===== src/rtl/uart_ctl_pkg.sv =====
package uart_ctl_pkg;
  // register map
  localparam int ADR_LINE  = 0;
  localparam int ADR_MODEM = 1;
  localparam int ADR_FIFO  = 2;
  localparam int ADR_SHRTS = 3;
  localparam int ADR_SHBRK = 4;
  localparam int ADR_SHDMA = 5;

  localparam int CTRL_W = 8;
  localparam int MODEM_W = 7;

  // bit positions the output logic decodes
  localparam int MC_RTS  = 1;
  localparam int MC_LOOP = 4;
  localparam int MC_AFC  = 5;
  localparam int MC_IR   = 6;
  localparam int LC_BRK  = 6;
  localparam int FC_EN   = 0;
  localparam int FC_DMA  = 3;

  typedef struct packed {
    logic wrLine;
    logic wrModem;
    logic wrFifo;
    logic wrShRts;
    logic wrShBrk;
    logic wrShDma;
  } strobeT;
endpackage


===== src/rtl/uart_ctl_decode.sv =====
module uart_ctl_decode
  import uart_ctl_pkg::*;
#(
  parameter int ADDR_W = 3
) (
  input  logic              wrEn,
  input  logic [ADDR_W-1:0] addr,
  output strobeT            stb
);
  always_comb begin
    stb = '0;
    if (wrEn) begin
      stb.wrLine  = (addr == ADDR_W'(ADR_LINE));
      stb.wrModem = (addr == ADDR_W'(ADR_MODEM));
      stb.wrFifo  = (addr == ADDR_W'(ADR_FIFO));
      stb.wrShRts = (addr == ADDR_W'(ADR_SHRTS));
      stb.wrShBrk = (addr == ADDR_W'(ADR_SHBRK));
      stb.wrShDma = (addr == ADDR_W'(ADR_SHDMA));
    end
  end
endmodule


===== src/rtl/uart_ctl_datapath.sv =====
module uart_ctl_datapath
  import uart_ctl_pkg::*;
#(
  parameter int DATA_W = 16,
  parameter int ADDR_W = 3
) (
  input  logic              clk,
  input  logic              rstN,
  input  strobeT            stb,
  input  logic [ADDR_W-1:0] addr,
  input  logic [DATA_W-1:0] wrData,
  output logic [DATA_W-1:0] rdData,
  input  logic              rxAboveThr,
  input  logic              txData,
  input  logic              irPulse,
  output logic              rtsN,
  output logic              lbCtsN,
  output logic              serOut,
  output logic              lbRxData,
  output logic              irOutN,
  output logic              dmaMode,
  output logic [CTRL_W-1:0] fifoCtrlOut
);
  logic [CTRL_W-1:0]  lineQ;
  logic [MODEM_W-1:0] modemQ;
  logic [CTRL_W-1:0]  fifoQ;
  logic unusedHi;

  assign unusedHi = ^wrData[DATA_W-1:CTRL_W];

  // shared storage: each alias writes one bit of its parent register
  always_ff @(posedge clk or negedge rstN) begin
    if (!rstN) begin
      lineQ  <= '0;
      modemQ <= '0;
      fifoQ  <= '0;
    end else begin
      if (stb.wrLine)       lineQ <= wrData[CTRL_W-1:0];
      else if (stb.wrShBrk) lineQ[LC_BRK] <= wrData[0];

      if (stb.wrModem)      modemQ <= wrData[MODEM_W-1:0];
      else if (stb.wrShRts) modemQ[MC_RTS] <= wrData[0];

      if (stb.wrFifo)       fifoQ <= wrData[CTRL_W-1:0];
      else if (stb.wrShDma) fifoQ[FC_DMA] <= wrData[0];
    end
  end

  always_comb begin
    rdData = '0;
    case (addr)
      ADDR_W'(ADR_LINE):  rdData = DATA_W'(lineQ);
      ADDR_W'(ADR_MODEM): rdData = DATA_W'(modemQ);
      ADDR_W'(ADR_SHRTS): rdData = DATA_W'(modemQ[MC_RTS]);
      ADDR_W'(ADR_SHBRK): rdData = DATA_W'(lineQ[LC_BRK]);
      ADDR_W'(ADR_SHDMA): rdData = DATA_W'(fifoQ[FC_DMA]);
      default:            rdData = '0;
    endcase
  end

  logic loopOn, brkOn, rtsBit, thrGate, irOn;
  assign loopOn  = modemQ[MC_LOOP];
  assign brkOn   = lineQ[LC_BRK];
  assign rtsBit  = modemQ[MC_RTS];
  assign irOn    = modemQ[MC_IR] & ~loopOn;
  assign thrGate = modemQ[MC_AFC] & fifoQ[FC_EN] & rxAboveThr;

  assign rtsN     = loopOn | thrGate | ~rtsBit;
  assign lbCtsN   = loopOn ? ~rtsBit : 1'b1;
  assign serOut   = loopOn ? 1'b1 : (txData & ~brkOn);
  assign lbRxData = loopOn ? (txData & ~brkOn) : 1'b1;
  assign irOutN   = irOn ? ~(irPulse & (brkOn | ~txData)) : 1'b1;

  assign dmaMode     = fifoQ[FC_DMA];
  assign fifoCtrlOut = fifoQ;
endmodule


===== src/rtl/uart_ctl_unit.sv =====
module uart_ctl_unit
  import uart_ctl_pkg::*;
#(
  parameter int DATA_W = 16,
  parameter int ADDR_W = 3
) (
  input  logic              clk,
  input  logic              rstN,
  input  logic              wrEn,
  input  logic [ADDR_W-1:0] addr,
  input  logic [DATA_W-1:0] wrData,
  output logic [DATA_W-1:0] rdData,
  input  logic              rxAboveThr,
  input  logic              txData,
  input  logic              irPulse,
  output logic              rtsN,
  output logic              lbCtsN,
  output logic              serOut,
  output logic              lbRxData,
  output logic              irOutN,
  output logic              dmaMode,
  output logic [7:0]        fifoCtrlOut
);
  strobeT stb;

  uart_ctl_decode #(.ADDR_W(ADDR_W)) u_dec (
    .wrEn(wrEn), .addr(addr), .stb(stb)
  );

  uart_ctl_datapath #(.DATA_W(DATA_W), .ADDR_W(ADDR_W)) u_dp (
    .clk(clk), .rstN(rstN), .stb(stb), .addr(addr), .wrData(wrData),
    .rdData(rdData), .rxAboveThr(rxAboveThr), .txData(txData),
    .irPulse(irPulse), .rtsN(rtsN), .lbCtsN(lbCtsN), .serOut(serOut),
    .lbRxData(lbRxData), .irOutN(irOutN), .dmaMode(dmaMode),
    .fifoCtrlOut(fifoCtrlOut)
  );
endmodule


===== config.mk =====
export PLATFORM = sky130hd
export DESIGN_NAME = uart_ctl_unit
export DESIGN_NICKNAME = d
export VERILOG_FILES = /design/src/rtl/uart_ctl_pkg.sv /design/src/rtl/uart_ctl_decode.sv /design/src/rtl/uart_ctl_datapath.sv /design/src/rtl/uart_ctl_unit.sv
export SDC_FILE = /design/constraint.sdc
export NUM_CORES = 1
export LEC_CHECK = 0
export ABC_AREA = 1
export BUFFER_PORTS_ARGS = -buffer_cell sky130_fd_sc_hd__buf_2
export CELL_PAD_IN_SITES_DETAIL_PLACEMENT = 1
export CELL_PAD_IN_SITES_GLOBAL_PLACEMENT = 1
export CORE_UTILIZATION = 29
export CTS_CLUSTER_DIAMETER = 50
export DETAILED_ROUTE_END_ITERATION = 7
export HOLD_SLACK_MARGIN = 0.02
export PLACE_DENSITY_LB_ADDON = 0.1
export SLEW_MARGIN = 30
export SYNTH_ARGS = -nofsm -noshare
export SYNTH_HDL_FRONTEND = slang
export SYNTH_SLANG_ARGS = --single-unit

===== constraint.sdc =====
create_clock -name clk -period 1 [get_ports clk]
set_input_delay 0.25 -clock clk [delete_from_list [all_inputs] [get_ports clk]]
set_output_delay 0.25 -clock clk [all_outputs]
set_load 0.005 [all_outputs]

==> results.cfg <==
[yosys]
ys.flop_type = dfrtp_1
yosysWarningCount = 0
yosys.area_share.simple_pct = 25.1
seq_area_frac_synth_pct = 46.1
synthesis.area_um2 = 1250
ys_seq_elements = 23
synth_fa_ha_area_share_pct = 0
synthTopCellsByCount = 46 x nand2_1, 23 x dfrtp_1, 18 x inv_1
yosysUniqueCellTypes = 18
synthCells = 154
synth_compound_area_share_pct = 14.3
synth_top_family_by_area = simple AND/OR/NAND/NOR gates
synth.area.mux_share_pct = 0
synth.largest_area_cell = dfrtp_1
syn_area_per_cell_um2 = 8.10
synth_edf_count = 0
yosys.area_share.xor_xnor_pct = 0
async_reset_ff_share_pct = 100
netlist.area_leader.share_pct = 46.1
synth.top_cells.by_area = dfrtp_1 46%, nand2_1 14%, o21ai_2 9.1%
yosysMostFrequentCell = nand2_1

[clock_tree]
root_buffer = clkbuf_8
clkLatencyLatePin_ns = 0.26
h-tree-depth = 1
numCtsBuffers = 3
clock_path_buffers = 2
cts_tree = done
cts.clk_slew.worst_paths_ns = 0.09
cts.sinks = 23

[floorplanning]
core_area_um2 = 4060
initial_core_util_pct = 30.7
dieArea_um2 = 4570
ios = 55
rows = 23
dieHeight_um = 67.6
die_x_um = 67.6

[layout]
fin_util_pct = 45.0
insertedDiodeCount = 0
area_growth_syn_to_layout_pct = 46.4
nFillCells = 500
finalNonFillerCells = 268
drive_above_1_share_pct = 47.7
final_nets = 244

[routing]
firstDrtPassIters = 4
avgViaCountPerCell = 4.45
ant_nets = 0
wl_per_cell_um = 13.1
route.vias.total = 1193
drt_wl_total_um = 3520
drtIter0Drc = 31
route.detailed.drc = 0

[hold_path]
worstHoldPathType = in2reg

[timing]
rsz0062_at_grt = true
setup_viol = 22
hold_ws_ns = 0.254
skew_ns = 0
setup_ws_ns = -0.326
min_period_ns = 1.33
period_share_pct = 133
finalHoldViolCount = 0
fmax_mhz = 754
drv_slew = 0

[pwr]
power.density_nw_per_um2 = 1450
cellLeakagePower_nw = 0.986
peakVddDrop_uv = 707

[grt]
overflow = 0
grt_pass1_wl_um = 5800
grt_max_degree = 24
grt_use_total_pct = 17.4
antenna_found_initial = 0
first_global_vias = 1211

[setup_path]
worstPathRequired_ns = 0.75
crit_type = reg2out
critPathLaunchType = flip-flop
crit_fanout = 3
cp-end-kind = output port
arrival_ns = 1.08

[outcome]
violations = setup timing
outcome = complete, but fails checks

[run]
max-cap-violations = 0

[placed_design]
dp_cells = 254
portBuffers = 38
hpwl_um = 2640
gp_congestion = 0.803
[critical path, cell delays in order (launching register included)]
cell,delay (ns)
dfrtp_1,0.40
inv_2,0.08
nor2_1,0.04
nor2_1,0.08
nand3_1,0.08
buf_2,0.13
[logic make-up (layout without fill, tap and decap cells)]
kind of cell / count (synthesis) / count (layout)
buffers and inverters: 32 / 89
and+or+nand+nor: 72 / 72
AOI/OAI and AO/OA: 26 / 26
DFF: 23 / 23
other: 1 / 8
[path summary, 6_finish.rpt]
path | startpoint | to | slack (ns) | cells past startpoint
max | u_dp.modemQ[1] | rdData[0] | -0.33 | 5
min | wrData[7] | u_dp.fifoCtrlOut[7] | 0.25 | 3
max reg2reg | u_dp.modemQ[4] | u_dp.modemQ[4] | 0.23 | 3
min reg2reg | u_dp.fifoCtrlOut[2] | u_dp.fifoCtrlOut[2] | 0.49 | 2
max in group asynchronous | rstN | u_dp.lineQ[2] | 0.41 | 3
min in group asynchronous | rstN | u_dp.modemQ[1] | 0.43 | 3
[state kept, by name, summed over array words and instances (netlist names)]
register and cells:
u_dp.modemQ 7, u_dp.fifoCtrlOut 8, u_dp.lineQ 8
[what timing repair did]
item	in CTS	in global routing
setup endpoints to repair	22	24
endpoints found under the hold margin	23	0
resized for setup	19	10
buffers inserted	8	1
hold buffers	1	0
pin swaps	11	5
[report_power, final]
part / internal (mW) / switching, mW / total, mW
logic: 0.437 / 0.392 / 0.828
registers: 1.10 / 0.115 / 1.22
clock network: 0.278 / 0.320 / 0.598
total: 1.82 / 0.826 / 2.64
[final cells by class]
cell class / instances / area, um^2 / share of cell area (%)
clock inverters: 1 / 5.00 / 0.274
repair buffers: 65 / 488 / 26.7
multi-input cells: 106 / 577 / 31.6
inverters: 20 / 77.6 / 4.25
well taps: 50 / 62.6 / 3.42
clock buffers: 3 / 41.3 / 2.26
flip-flops and latches: 23 / 576 / 31.5
[metal layers]
metal / track usage [%] / share of wire [%] / up-vias / routed length [um]
li1: - / - / 597 / -
met5: 0 / 0 / - / 0
met3: 3.21 / 3.5 / 2 / 122
met4: 5.59 / 0.65 / 0 / 23
met1: 23.1 / 46 / 568 / 1610
met2: 28.2 / 50 / 26 / 1760
[cells in the final DEF (no fill, tap or decap)]
cell / n
nand2_1: 42
buf_2: 31
dfrtp_1: 23
buf_4: 20
o21ai_2: 14
inv_1: 12
o21ai_1: 8
conb_1: 8
buf_6: 8
inv_2: 7
nor2_1: 7
nand3_1: 6
nand2_2: 5
nand3_2: 4
o21ai_0: 3
nand4_1: 3
clkbuf_8: 3
buf_12: 3
nor2_4: 2
inv_4: 1
nand2_4: 1
nor2_2: 1
a21oi_1: 1
nand2_8: 1
clkinv_2: 1
dlygate4sd3_1: 1
buf_8: 1
clkbuf_4: 1
[metrics by stage]
step                      setup slack (ns)  setup TNS, ns  power, mW  area [um^2]
after floorplan                    -0.0117        -0.0117       1.58         1280
after global placement              -0.321          -5.93       1.88         1600
after detailed placement            -0.364          -6.68       1.91         1600
after CTS                           -0.334          -4.23       2.65         1780
after global routing                -0.378          -5.61       2.83         1830
final                               -0.326          -4.18       2.64         1830
No activity file was read; power rests on OpenSTA's default activity.
